--- config.mk ---
export PLATFORM = sky130hd
export DESIGN_NAME = can_tx_sched
export DESIGN_NICKNAME = d
export VERILOG_FILES = /design/src/rtl/can_tx_sched.sv
export SDC_FILE = /design/constraint.sdc
export NUM_CORES = 1
export LEC_CHECK = 0
export BUFFER_PORTS_ARGS = -buffer_cell sky130_fd_sc_hd__buf_4
export CAP_MARGIN = 30
export CORE_ASPECT_RATIO = 0.6
export CORE_MARGIN = 4
export CORE_UTILIZATION = 55
export CTS_CLUSTER_SIZE = 40
export DETAILED_ROUTE_END_ITERATION = 8
export PLACE_DENSITY = 0.84
export SYNTH_ARGS = -nofsm -noshare
export SYNTH_HDL_FRONTEND = slang
export SYNTH_SLANG_ARGS = --single-unit
--- constraint.sdc ---
create_clock -name clk -period 46.6 [get_ports clk]
set_clock_uncertainty 0.2 [all_clocks]
set_input_delay 9.32 -clock clk [delete_from_list [all_inputs] [get_ports clk]]
set_output_delay 9.32 -clock clk [all_outputs]
set_load 0.03 [all_outputs]
--- src/rtl/can_tx_sched.sv ---
module can_tx_sched #(
  parameter int NMB = 16,
  parameter int IDW = 11
) (
  input  logic                 clk,
  input  logic                 rst_n,
  input  logic                 reg_we,
  input  logic [2:0]           reg_addr,
  input  logic [31:0]          reg_wdata,
  output logic [31:0]          reg_rdata,
  input  logic [NMB-1:0]       mb_is_tx,
  input  logic [NMB-1:0]       mb_no_retx,
  input  logic [NMB*IDW-1:0]   mb_id,
  output logic                 tx_req,
  output logic [$clog2(NMB)-1:0] tx_mailbox,
  output logic [IDW-1:0]       tx_id,
  input  logic                 tx_done,
  input  logic                 tx_lost,
  input  logic                 tx_error,
  output logic                 irq_empty
);
  localparam int IW = $clog2(NMB);
  localparam logic [NMB-1:0] USABLE = {{(NMB-1){1'b1}}, 1'b0};
  localparam logic [2:0] A_PEND = 3'd0, A_CANCEL = 3'd1, A_TXACK = 3'd2,
                         A_ABACK = 3'd3, A_CTRL = 3'd4;

  logic [NMB-1:0] pend, cancel_q, txack, aback;
  logic           mode, irq_q, busy;
  logic [IW-1:0]  cur;

  logic wr_pend, wr_cancel, wr_txack, wr_aback, wr_ctrl;
  assign wr_pend   = reg_we && reg_addr == A_PEND;
  assign wr_cancel = reg_we && reg_addr == A_CANCEL;
  assign wr_txack  = reg_we && reg_addr == A_TXACK;
  assign wr_aback  = reg_we && reg_addr == A_ABACK;
  assign wr_ctrl   = reg_we && reg_addr == A_CTRL;

  logic [NMB-1:0] wmask, inflight, cancel_req, set_m, abort_now, done_m, drop_m, clr, pend_n;
  logic result, ok, fail, drop;

  assign wmask      = reg_wdata[NMB-1:0];
  assign inflight   = busy ? (NMB'(1) << cur) : '0;
  assign result     = busy && (tx_done || tx_lost || tx_error);
  assign ok         = busy && tx_done;
  assign fail       = busy && !tx_done && (tx_lost || tx_error);
  assign cancel_req = wr_cancel ? (wmask & USABLE) : '0;
  assign set_m      = wr_pend ? (wmask & mb_is_tx & USABLE) : '0;
  assign abort_now  = cancel_req & pend & ~inflight;
  assign drop       = fail && (mb_no_retx[cur] || cancel_q[cur] || cancel_req[cur]);
  assign done_m     = ok ? inflight : '0;
  assign drop_m     = drop ? inflight : '0;
  assign clr        = done_m | drop_m | abort_now;
  assign pend_n     = (pend | set_m) & ~clr;

  logic [IW-1:0]  win;
  logic [IDW-1:0] best;
  logic           found;
  always_comb begin
    win   = '0;
    best  = '1;
    found = 1'b0;
    for (int i = NMB - 1; i >= 1; i--) begin
      if (pend_n[i] && (mode || mb_id[i*IDW +: IDW] <= best)) begin
        win   = IW'(i);
        best  = mb_id[i*IDW +: IDW];
        found = 1'b1;
      end
    end
  end

  always_ff @(posedge clk) begin
    if (!rst_n) begin
      pend     <= '0;
      cancel_q <= '0;
      txack    <= '0;
      aback    <= '0;
      mode     <= 1'b0;
      irq_q    <= 1'b0;
      busy     <= 1'b0;
      cur      <= '0;
    end else begin
      pend     <= pend_n;
      cancel_q <= result ? '0 : (cancel_q | (cancel_req & inflight));
      txack    <= (txack & ~(wr_txack ? wmask : '0)) | done_m;
      aback    <= (aback & ~(wr_aback ? wmask : '0)) | drop_m | abort_now;
      if (wr_ctrl) mode <= reg_wdata[0];
      irq_q    <= (irq_q & ~(wr_ctrl && reg_wdata[1])) | (|clr);
      if (busy) begin
        if (result) busy <= 1'b0;
      end else if (found) begin
        busy <= 1'b1;
        cur  <= win;
      end
    end
  end

  always_comb begin
    case (reg_addr)
      A_PEND:   reg_rdata = 32'(pend);
      A_CANCEL: reg_rdata = 32'(cancel_q);
      A_TXACK:  reg_rdata = 32'(txack);
      A_ABACK:  reg_rdata = 32'(aback);
      A_CTRL:   reg_rdata = {30'd0, irq_q, mode};
      default:  reg_rdata = '0;
    endcase
  end

  logic unused_wdata;
  assign unused_wdata = ^reg_wdata[31:NMB];

  assign tx_req     = busy;
  assign tx_mailbox = cur;
  assign tx_id      = mb_id[cur*IDW +: IDW];
  assign irq_empty  = irq_q;

  assert_pend_rise_on_write_R2: assert property (@(posedge clk) disable iff (!rst_n)
    (|(pend & ~$past(pend))) |-> $past(wr_pend));
  assert_pend_rise_tx_only_R2: assert property (@(posedge clk) disable iff (!rst_n)
    (|(pend & ~$past(pend) & ~$past(mb_is_tx))) == 1'b0);
  assert_done_clears_R3: assert property (@(posedge clk) disable iff (!rst_n)
    (tx_req && tx_done) |=> (txack[$past(tx_mailbox)] && !pend[$past(tx_mailbox)]));
  assert_retry_keeps_R4: assert property (@(posedge clk) disable iff (!rst_n)
    (tx_req && !tx_done && (tx_lost || tx_error) && !mb_no_retx[tx_mailbox] &&
     !cancel_q[tx_mailbox] && !(wr_cancel && reg_wdata[tx_mailbox]))
    |=> (pend[$past(tx_mailbox)] && !tx_req));
  assert_no_retx_drop_R5: assert property (@(posedge clk) disable iff (!rst_n)
    (tx_req && !tx_done && (tx_lost || tx_error) && mb_no_retx[tx_mailbox])
    |=> (!pend[$past(tx_mailbox)] && aback[$past(tx_mailbox)] && irq_empty));
  assert_fall_raises_irq_R8: assert property (@(posedge clk) disable iff (!rst_n)
    (|($past(pend) & ~pend)) |-> irq_empty);
  assert_stable_offer_R11: assert property (@(posedge clk) disable iff (!rst_n)
    (tx_req && $past(tx_req)) |-> ($stable(tx_mailbox) && $stable(tx_id)));
  assert_offer_pending_R11: assert property (@(posedge clk) disable iff (!rst_n)
    tx_req |-> pend[tx_mailbox]);
endmodule

==> parameters.txt, run 1 <==
Parameter                              Value

Clock network
  Clock input transition at the sequential cells of the worst setup and hold paths    about 60 ps
  CTS Hold Bufs    0
  Worst-skew pair later-pin latency    340 ps
  TritonCTS clock tree    yes
  Setup Fix Bufs, Post-CTS    0
  Max Buffers Root-to-Sink    2
  Htree depth    3
  Number of gates resized after cts    0
  Inserted Clock Buffers    9
  Clk Tree Root Cell    clkbuf_16
  Clk sink count    70

STA
  Worst rel slew slack    34.2%
  Worst-Margin Slew    987 ps
  Share of the cycle needed by the critical path after routing    95.6%
  Final Hold Fails    0
  Setup TNS    0 ps
  Min Tclk post-route    ~45000 ps
  Final setup violating endpoints    0
  Count of pins over their slew limit    0
  Highest Clock Rate    0.0224 GHz

Detailed routing
  Drt pass-1 iters    6
  Antenna-violating nets left    0
  Remaining design rule violation count    0
  Met2 WL post-DR    around 21000 microns
  Initial detailed-routing violation count    2215
  Via-to-Cell Ratio    between 7 and 8
  Wl on met1    20300 microns
  Average wire per cell in the routed design    24.3 microns
  Routed wire length    51300 microns
  Detailed-route via count    14800
  Max layer used    met5
  Routed length on met3    8620 microns

Yosys
  Cell area after synthesis    12300 sq um
  Syn Area/Cell    7.75 sq um
  Part of the Yosys area used for sequential elements    a little under an eighth
  Most instantiated library cell after synthesis    nor2_1
  Cell accounting for the most synthesized area    ha_1
  Number of enable flip-flop cells after synthesis    0
  Post-synthesis sequential element count    70
  Top cells by count, synth    nor2_1, nand2_1, ha_1
  Synth Warn #    0
  Most common flop cell mapped by yosys    dfxtp_1
  Biggest area contributors in the synthesized netlist    ha_1, mux4_2, dfxtp_1, nor2_1, nand2_1
  Post-synthesis cell count    1592
  Post-synthesis async set-or-reset flop share    0%
  Portion of synthesized cell area occupied by the leading cell type    14.4%
  Netlist cell types    96

Setup path
  Required time of the worst setup path    46680 ps
  Worst path slowest cell    nor4bb_2
  Most frequent cell on the critical path    o21a_1
  Critical path start-end classification    input pin to flip-flop
  CP endpoint kind    flip-flop
  Startpoint Class    input pin
  Largest stage delay on the critical path    520 ps
  Crit path arrival time    44650 ps
  Worst-path fanout max    24

Global routing
  GRT Total Usage    39.3%
  Congestion Overflow GR    0
  Wire length of the first global-routing pass    77500 microns
  Maximum number of pins on one net before global-route repair    49
  Number of antenna violations at the first check in global routing    4
  Vias in the first global route    around 14000

Power and ir drop
  Final total power    0.000359 W
  Reported leakage power    6.87 nW
  Pwr/cell area    between 20 and 25 nW/um^2
  Max IR drop VDD    ~0.000019 V

Floorplan
  Total Die Area    25000 sq um
  Starting utilization of the core area    55.9%
  Core area    22100 sq um
  Die width    201 microns
  Die Ht    124 microns
  Cell Rows    42
  Boundary pin count    298

Place
  Total of buffers placed on input and output ports    264
  Routability congestion estimate from global placement    roughly 1.0
  Total half-perimeter wirelength after legalization and detailed placement    ~42000 microns

Final layout
  Area growth from synthesis to layout    21.4%
  Diodes inserted    0
  Share of layout cells above drive strength 1    between 20% and 30%
  Fin nets    2210

Min path
  Worst min-delay path class    flip-flop to flip-flop

Job
  Max-capacitance violation count    0

Status
  Status    complete, no violations
## flip-flops by register name, indices dropped and copies added (netlist names)
| signal | flops |
|---|---|
| tx_mailbox | 4 |
| mode | 1 |
| txack | 16 |
| aback | 16 |
| cancel_q | 15 |
| pend | 16 |
| tx_req | 1 |
| irq_empty | 1 |
## metrics by stage
step | cell area, sq um | instances | util [%] | worst slack (ps) | hold slack [ps]
2_1_floorplan | 12400 | 1607 | - | 3910 | 225
3_3_place_gp | 14600 | 2094 | 66.1 | 1230 | 232
3_5_place_dp | 14600 | 2094 | 66.1 | 383 | 245
4_1_cts | 14900 | 2110 | 67.5 | 676 | 261
5_1_grt | 15000 | 2110 | 67.9 | -49.1 | 273
6_report | 15000 | 2110 | 67.9 | 2030 | 256
## placed cells by master (no fill, tap or decap), drive strengths merged, types with 44 or more instances in the layout
| cell type | synthesis | routed |
|---|---|---|
| buf | 43 | 300 |
| nor2 | 159 | 159 |
| nand2 | 150 | 150 |
| ha | 142 | 142 |
| a21oi | 114 | 114 |
| inv | 76 | 76 |
| o21ai | 76 | 76 |
| dfxtp | 70 | 70 |
| mux4 | 69 | 69 |
| nor3 | 62 | 62 |
| a21o | 47 | 47 |
| a31oi | 44 | 44 |
## power breakdown
part | total [W] | switching, W | internal [W]
sequential | 0.0000673 | 0.00000564 | 0.0000616
combinational | 0.000218 | 0.000127 | 0.0000908
clock | 0.0000738 | 0.0000289 | 0.0000449
## kinds of logic after synthesis
logic type,after synthesis,share of synthesized area (%)
and+or+nand+nor,613,24.9
AOI/OAI and AO/OA,477,26.9
buffers and inverters,175,6.03
adders and majority gates,143,14.5
muxes,111,16.2
DFF,70,11.4
xor gates and xnor gates,2,0.142
other,1,0.0304
## layer usage
| metal | vias up | track usage, % |
|---|---|---|
| li1 | 6519 | - |
| met1 | 6837 | 56.1 |
| met2 | 1238 | 57.0 |
| met3 | 189 | 13.1 |
| met4 | 6 | 10.5 |
| met5 | - | 0 |
## cell type report
| cell class | count | area (sq um) |
|---|---|---|
| clock buffer | 12 | 258 |
| clock inverter | 4 | 53.8 |
| fill | 1825 | 7090 |
| inverter | 76 | 285 |
| multi-input combinational | 1362 | 10400 |
| sequential | 70 | 1410 |
| tap | 286 | 358 |
| timing repair buffer | 300 | 2260 |
## worst paths after layout
| check | from | end | slack [ps] | cells after the start |
|---|---|---|---|---|
| worst max-delay path | reg_addr[0] | tx_mailbox[0] | 2030 | 179 |
| worst min-delay path | txack[12] | txack[12] | 260 | 2 |
| worst max register to register | tx_mailbox[1] | tx_mailbox[0] | 10200 | 178 |
| worst min register to register | txack[12] | txack[12] | 260 | 2 |
## worst max-delay path, delay by kind of cell
family	cells	cell delay, ps
AOI/OAI and AO/OA	90	17750
adders and majority gates	15	3910
buffers and inverters	14	2590
muxes	3	820
and+or+nand+nor	57	10190
Note: power is estimated with default switching activity, not from simulation.
==> run 2: changes to the inputs <==
--- a/config.mk
+++ b/config.mk
@@ -13,6 +13,7 @@
 export CTS_CLUSTER_SIZE = 40
 export DETAILED_ROUTE_END_ITERATION = 8
 export PLACE_DENSITY = 0.84
+export RECOVER_POWER = 100
 export SYNTH_ARGS = -nofsm -noshare
 export SYNTH_HDL_FRONTEND = slang
 export SYNTH_SLANG_ARGS = --single-unit
==> parameters.txt, run 2 (synthesis gave the netlist of run 1 again) <==
Parameter                              Value

Min path
  Hold Path Cell Cnt    2
  Hold-critical path endpoint    txack[12]
  Worst min-delay path class    flip-flop to flip-flop
  Hold_sp    txack[12]

Place
  Routability congestion estimate from global placement    1.05
  Cell count after placement    2094
  Total half-perimeter wirelength after legalization and detailed placement    41600 microns
  Total of buffers placed on input and output ports    about 260

Floorplan
  Boundary pin count    298
  Die Ht    124 microns
  Core area    22100 sq um
  Starting utilization of the core area    a little under three fifths
  Cell Rows    42
  Total Die Area    between 20000 and 25000 sq um
  Die width    201 microns

STA
  Highest Clock Rate    0.0224 GHz
  Count of pins over their slew limit    45
  Worst-Margin Slew    ~2700 ps
  Min Tclk post-route    approximately 45000 ps
  Share of the cycle needed by the critical path after routing    95.7%
  Final setup violating endpoints    0
  Final Hold Fails    0
  Smallest hold slack    ~260 ps
  Worst rel slew slack    -83.2%

Clock network
  Clk Tree Root Cell    clkbuf_16
  Htree depth    3
  Clk sink count    70
  CTS Hold Bufs    0
  Max Buffers Root-to-Sink    2
  Clock input transition at the sequential cells of the worst setup and hold paths    about 60 ps
  TritonCTS clock tree    yes
  Inserted Clock Buffers    9
  Setup Fix Bufs, Post-CTS    0
  Worst-skew pair later-pin latency    approximately 340 ps

Power and ir drop
  Pwr/cell area    23.9 nW/um^2
  Net switching power    0.000161 W
  Max IR drop VDD    0.0000187 V
  Part of the power in registers    19.0%
  Internal Dissipation    0.000193 W
  Power share of the combinational group    60.1%
  Reported leakage power    6.72 nW
  Portion of total power attributed to the clock network    around a fifth
  Fraction of power spent switching nets    a little under half

Job
  Max-capacitance violation count    2

Detailed routing
  Initial detailed-routing violation count    between 2000 and 2500
  Antenna-violating nets left    0
  Drt pass-1 iters    7
  Detailed-route via count    between 10000 and 15000
  Average wire per cell in the routed design    24.3 microns
  Routed wire length    ~50000 microns
  Remaining design rule violation count    0
  Via-to-Cell Ratio    6.99

Final layout
  Diodes inserted    0
  Area growth from synthesis to layout    19.9%
  Registers with the most flip-flops    aback x16, pend x16, txack x16
  Final cell count without fillers    ~2100
  Highest-count cells in the layout ignoring fill and taps    buf_4, nor2_1, nand2_1, ha_1, a21oi_1
  Commonest non-fill, non-tap cell in the layout    buf_4
  Fin nets    2210
  Number of fill cells in the layout    1872
  Final Util    67.1%
  Share of layout cells above drive strength 1    23.8%

Status
  Status    finished with violations
  Violations in the final reports    capacitance limit, slew limit

Global routing
  Maximum number of pins on one net before global-route repair    49
  Number of antenna violations at the first check in global routing    4
  Wire length of the first global-routing pass    77500 microns
  Vias in the first global route    13600
  Congestion Overflow GR    0
  GRT Total Usage    39.3%

Setup path
  End of the worst register-to-register path    tx_mailbox[0]
  Critical path start-end classification    input pin to flip-flop
  Most frequent cell on the critical path    o21a_1
  Register-to-register path setup slack    9690 ps
  Worst reg2reg startpoint    tx_mailbox[1]
  Worst path slowest cell    a2111oi_0
  Worst-path fanout max    24
  Startpoint Class    input pin
  CP endpoint kind    flip-flop
  R2r worst-path depth    180
  Largest stage delay on the critical path    520 ps
  Crit path arrival time    44690 ps
  Required time of the worst setup path    46680 ps
[run 2: cell types whose count changed in the layout (fill, tap and decap cells not counted), sizes merged]
cell	delta
buf	-33
clkbuf	+33
[run 2: worst max-delay path: cells and delay by family]
family	cells	cell delay, ps
simple gates	59	10200
compound gates	90	17400
mux	3	820
buf+inv	14	2750
fa+ha+maj	15	4110
[run 2: power groups by stage]
stage	registers [W]	logic, W	clock network (W)
after detailed placement	0.0000683	0.000207	0
final	0.0000672	0.000213	0.0000739
after global routing	0.0000675	0.000225	0.0000759
after global placement	0.0000680	0.000202	0
after CTS	0.0000669	0.000208	0.0000729
after floorplan	0.0000662	0.000131	0
[run 2: final cells by class]
type	instances	area (sq um)	area share, %
clock buffer	12	258	1.74
clock inverter	4	53.8	0.363
inverter	76	285	1.93
multi-input combinational	1362	10300	69.6
sequential	70	1410	9.49
tap	286	358	2.42
timing repair buffer	300	2140	14.5
[run 2: worst max-delay path by stage]
stage,from,endpoint,slack [ps],depth (start not counted)
6_report,reg_addr[0],tx_mailbox[0],1990,181
3_3_place_gp,reg_addr[0],tx_mailbox[0],1230,177
5_1_grt,reg_addr[0],tx_mailbox[0],-50,180
3_5_place_dp,reg_addr[0],tx_mailbox[0],380,176
4_1_cts,reg_addr[0],tx_mailbox[0],680,176
2_1_floorplan,reg_we,tx_mailbox[0],3910,188
[run 2: metal layers]
metal / part of all wire, % / track usage [%] / wire (microns)
met5: 0.088 / 0 / 45
met2: 40 / 57.0 / 20700
met3: 16 / 13.1 / 8320
met1: 40 / 56.1 / 20700
met4: 3.1 / 10.5 / 1590
[run 2: through the flow]
step	setup WS [ps]	instance area (sq um)	TNS (ps)	total power [W]
after detailed placement	383	14600	0	0.000275
after CTS	676	14900	0	0.000348
after global placement	1230	14600	0	0.000270
final	1990	14800	0	0.000354
after floorplan	3910	12400	0	0.000197
after global routing	-52.9	14800	-52.9	0.000369
[run 2: what timing repair did]
item | in CTS | in global routing
endpoints found under the hold margin | 0 | 0
endpoints found under the setup margin | 0 | 5
resized for setup | 0 | 21
==> run 3: changes to the inputs <==
--- a/config.mk
+++ b/config.mk
@@ -7,12 +7,14 @@
 export LEC_CHECK = 0
 export BUFFER_PORTS_ARGS = -buffer_cell sky130_fd_sc_hd__buf_4
 export CAP_MARGIN = 30
+export CELL_PAD_IN_SITES_DETAIL_PLACEMENT = 1
+export CELL_PAD_IN_SITES_GLOBAL_PLACEMENT = 1
 export CORE_ASPECT_RATIO = 0.6
 export CORE_MARGIN = 4
-export CORE_UTILIZATION = 55
+export CORE_UTILIZATION = 41
 export CTS_CLUSTER_SIZE = 40
 export DETAILED_ROUTE_END_ITERATION = 8
-export PLACE_DENSITY = 0.84
+export PLACE_DENSITY = 0.86
 export RECOVER_POWER = 100
 export SYNTH_ARGS = -nofsm -noshare
 export SYNTH_HDL_FRONTEND = slang
==> parameters.txt, run 3 (synthesis gave the netlist of run 1 again) <==
Parameter                              Value

Status
  Status    finished with violations
  Violations in the final reports    capacitance limit, slew limit

STA
  Worst-Margin Slew    2790 ps
  Highest Clock Rate    0.0224 GHz
  Min Tclk post-route    44570 ps
  Final Hold Fails    0
  Worst rel slew slack    -87.8%
  Count of pins over their slew limit    74
  Final setup violating endpoints    0
  Smallest hold slack    250 ps
  Share of the cycle needed by the critical path after routing    95.7%

Floorplan
  Die Ht    142 microns
  Cell Rows    48
  Core area    approximately 29000 sq um
  Boundary pin count    roughly 300
  Die width    232 microns
  Total Die Area    33000 sq um
  Starting utilization of the core area    42.3%

Power and ir drop
  Part of the power in registers    between 10% and 20%
  Reported leakage power    6.89 nW
  Pwr/cell area    around 24 nW/um^2
  Fraction of power spent switching nets    a little under half
  Portion of total power attributed to the clock network    20.4%
  Power share of the combinational group    roughly three fifths
  Final total power    approximately 0.00037 W
  Internal Dissipation    between 0.00015 and 0.0002 W
  Max IR drop VDD    0.0000131 V
  Net switching power    0.000167 W

Detailed routing
  Detailed-route via count    15000
  Drt pass-1 iters    5
  Routed wire length    60200 microns
  Antenna-violating nets left    0
  Average wire per cell in the routed design    27.0 microns
  Remaining design rule violation count    0
  Via-to-Cell Ratio    6.72
  Initial detailed-routing violation count    between 1500 and 2000

Final layout
  Registers with the most flip-flops    aback x16, pend x16, txack x16
  Final cell count without fillers    2231
  Fin nets    ~2200
  Share of layout cells above drive strength 1    25.6%
  Commonest non-fill, non-tap cell in the layout    buf_4
  Area growth from synthesis to layout    22.9%
  Highest-count cells in the layout ignoring fill and taps    buf_4, nor2_1, nand2_1, ha_1, a21oi_1

Setup path
  CP endpoint kind    flip-flop
  Largest stage delay on the critical path    460 ps
  Crit path arrival time    44660 ps
  Startpoint Class    input pin
  Worst path slowest cell    a2111oi_4
  Register-to-register path setup slack    9070 ps
  Critical path start-end classification    input pin to flip-flop
  Required time of the worst setup path    46680 ps
  Worst-path fanout max    26

Clock network
  Clk Tree Root Cell    clkbuf_16
  Clk sink count    70
  Inserted Clock Buffers    9
  Clock input transition at the sequential cells of the worst setup and hold paths    60 ps
  Worst-skew pair later-pin latency    350 ps
  TritonCTS clock tree    yes
  Max Buffers Root-to-Sink    2
  Htree depth    3

Global routing
  GRT Total Usage    34.5%
  Congestion Overflow GR    0
  Wire length of the first global-routing pass    88800 microns
  Vias in the first global route    around 15000
  Number of antenna violations at the first check in global routing    6
  Maximum number of pins on one net before global-route repair    40

Job
  Max-capacitance violation count    3

Min path
  Worst min-delay path class    flip-flop to flip-flop

Place
  Total of buffers placed on input and output ports    between 200 and 300
  Total half-perimeter wirelength after legalization and detailed placement    48900 microns
  Routability congestion estimate from global placement    1.03
  Cell count after placement    2207
-- run 3: path summary, 6_finish.rpt --
| path | startpoint | end | cells after the start |
|---|---|---|---|
| setup / recovery | reg_addr[0] | tx_mailbox[0] | 182 |
| hold / removal | pend[0] | pend[0] | 1 |
| setup reg to reg | tx_mailbox[1] | tx_mailbox[0] | 180 |
| hold reg to reg | pend[0] | pend[0] | 1 |
-- run 3: layout make-up --
| cell class | count | area, sq um |
|---|---|---|
| Fill cell | 3644 | 14000 |
| Multi-Input combinational cell | 1363 | 10400 |
| Timing Repair Buffer | 303 | 2260 |
| Sequential cell | 70 | 1410 |
| Tap cell | 400 | 500 |
| Inverter | 76 | 285 |
| Clock buffer | 14 | 284 |
| Clock inverter | 2 | 37.5 |
| Antenna cell | 3 | 7.51 |
-- run 3: stage by stage --
| stage | util [%] | setup TNS [ps] | cell area (sq um) | setup WS (ps) |
|---|---|---|---|---|
| final | 51.9 | 0 | 15200 | 2030 |
| after global placement | 50.4 | 0 | 14700 | 953 |
| after detailed placement | 50.4 | -1950 | 14700 | -439 |
| after CTS | 51.5 | 0 | 15000 | 6.84 |
| after floorplan | - | 0 | 12400 | 3910 |
| after global routing | 51.9 | -351 | 15200 | -152 |
-- run 3: metal layers --
layer | track usage (%) | vias to the layer above | wire length, microns
met5 | 0 | - | 23
met4 | 8.67 | 4 | 1870
met3 | 7.24 | 135 | 6750
met1 | 49.7 | 7416 | 25700
li1 | - | 6508 | -
met2 | 52.6 | 919 | 25800
-- run 3: timing repair --
| item | in CTS | in global routing |
|---|---|---|
| pin swaps | 0 | 4 |
| cloned | 0 | 1 |
| hold buffers | 0 | 0 |
| resized for setup | 1 | 28 |
| setup endpoints to repair | 4 | 5 |
| setup buffers | 0 | 3 |
-- run 3: power by group through the flow --
| stage | clock [W] | combinational, W | sequential [W] |
|---|---|---|---|
| 2_1_floorplan | 0 | 0.000131 | 0.0000662 |
| 3_3_place_gp | 0 | 0.000206 | 0.0000700 |
| 3_5_place_dp | 0 | 0.000213 | 0.0000704 |
| 4_1_cts | 0.0000751 | 0.000215 | 0.0000691 |
| 5_1_grt | 0.0000782 | 0.000234 | 0.0000697 |
| 6_report | 0.0000750 | 0.000223 | 0.0000692 |
-- run 3: critical path, delay by kind of cell --
kind	cells	cell delay, ps
muxes	4	980
buffers and inverters	17	3170
adders and majority gates	15	4300
AOI/OAI and AO/OA	92	17430
and+or+nand+nor	54	9370
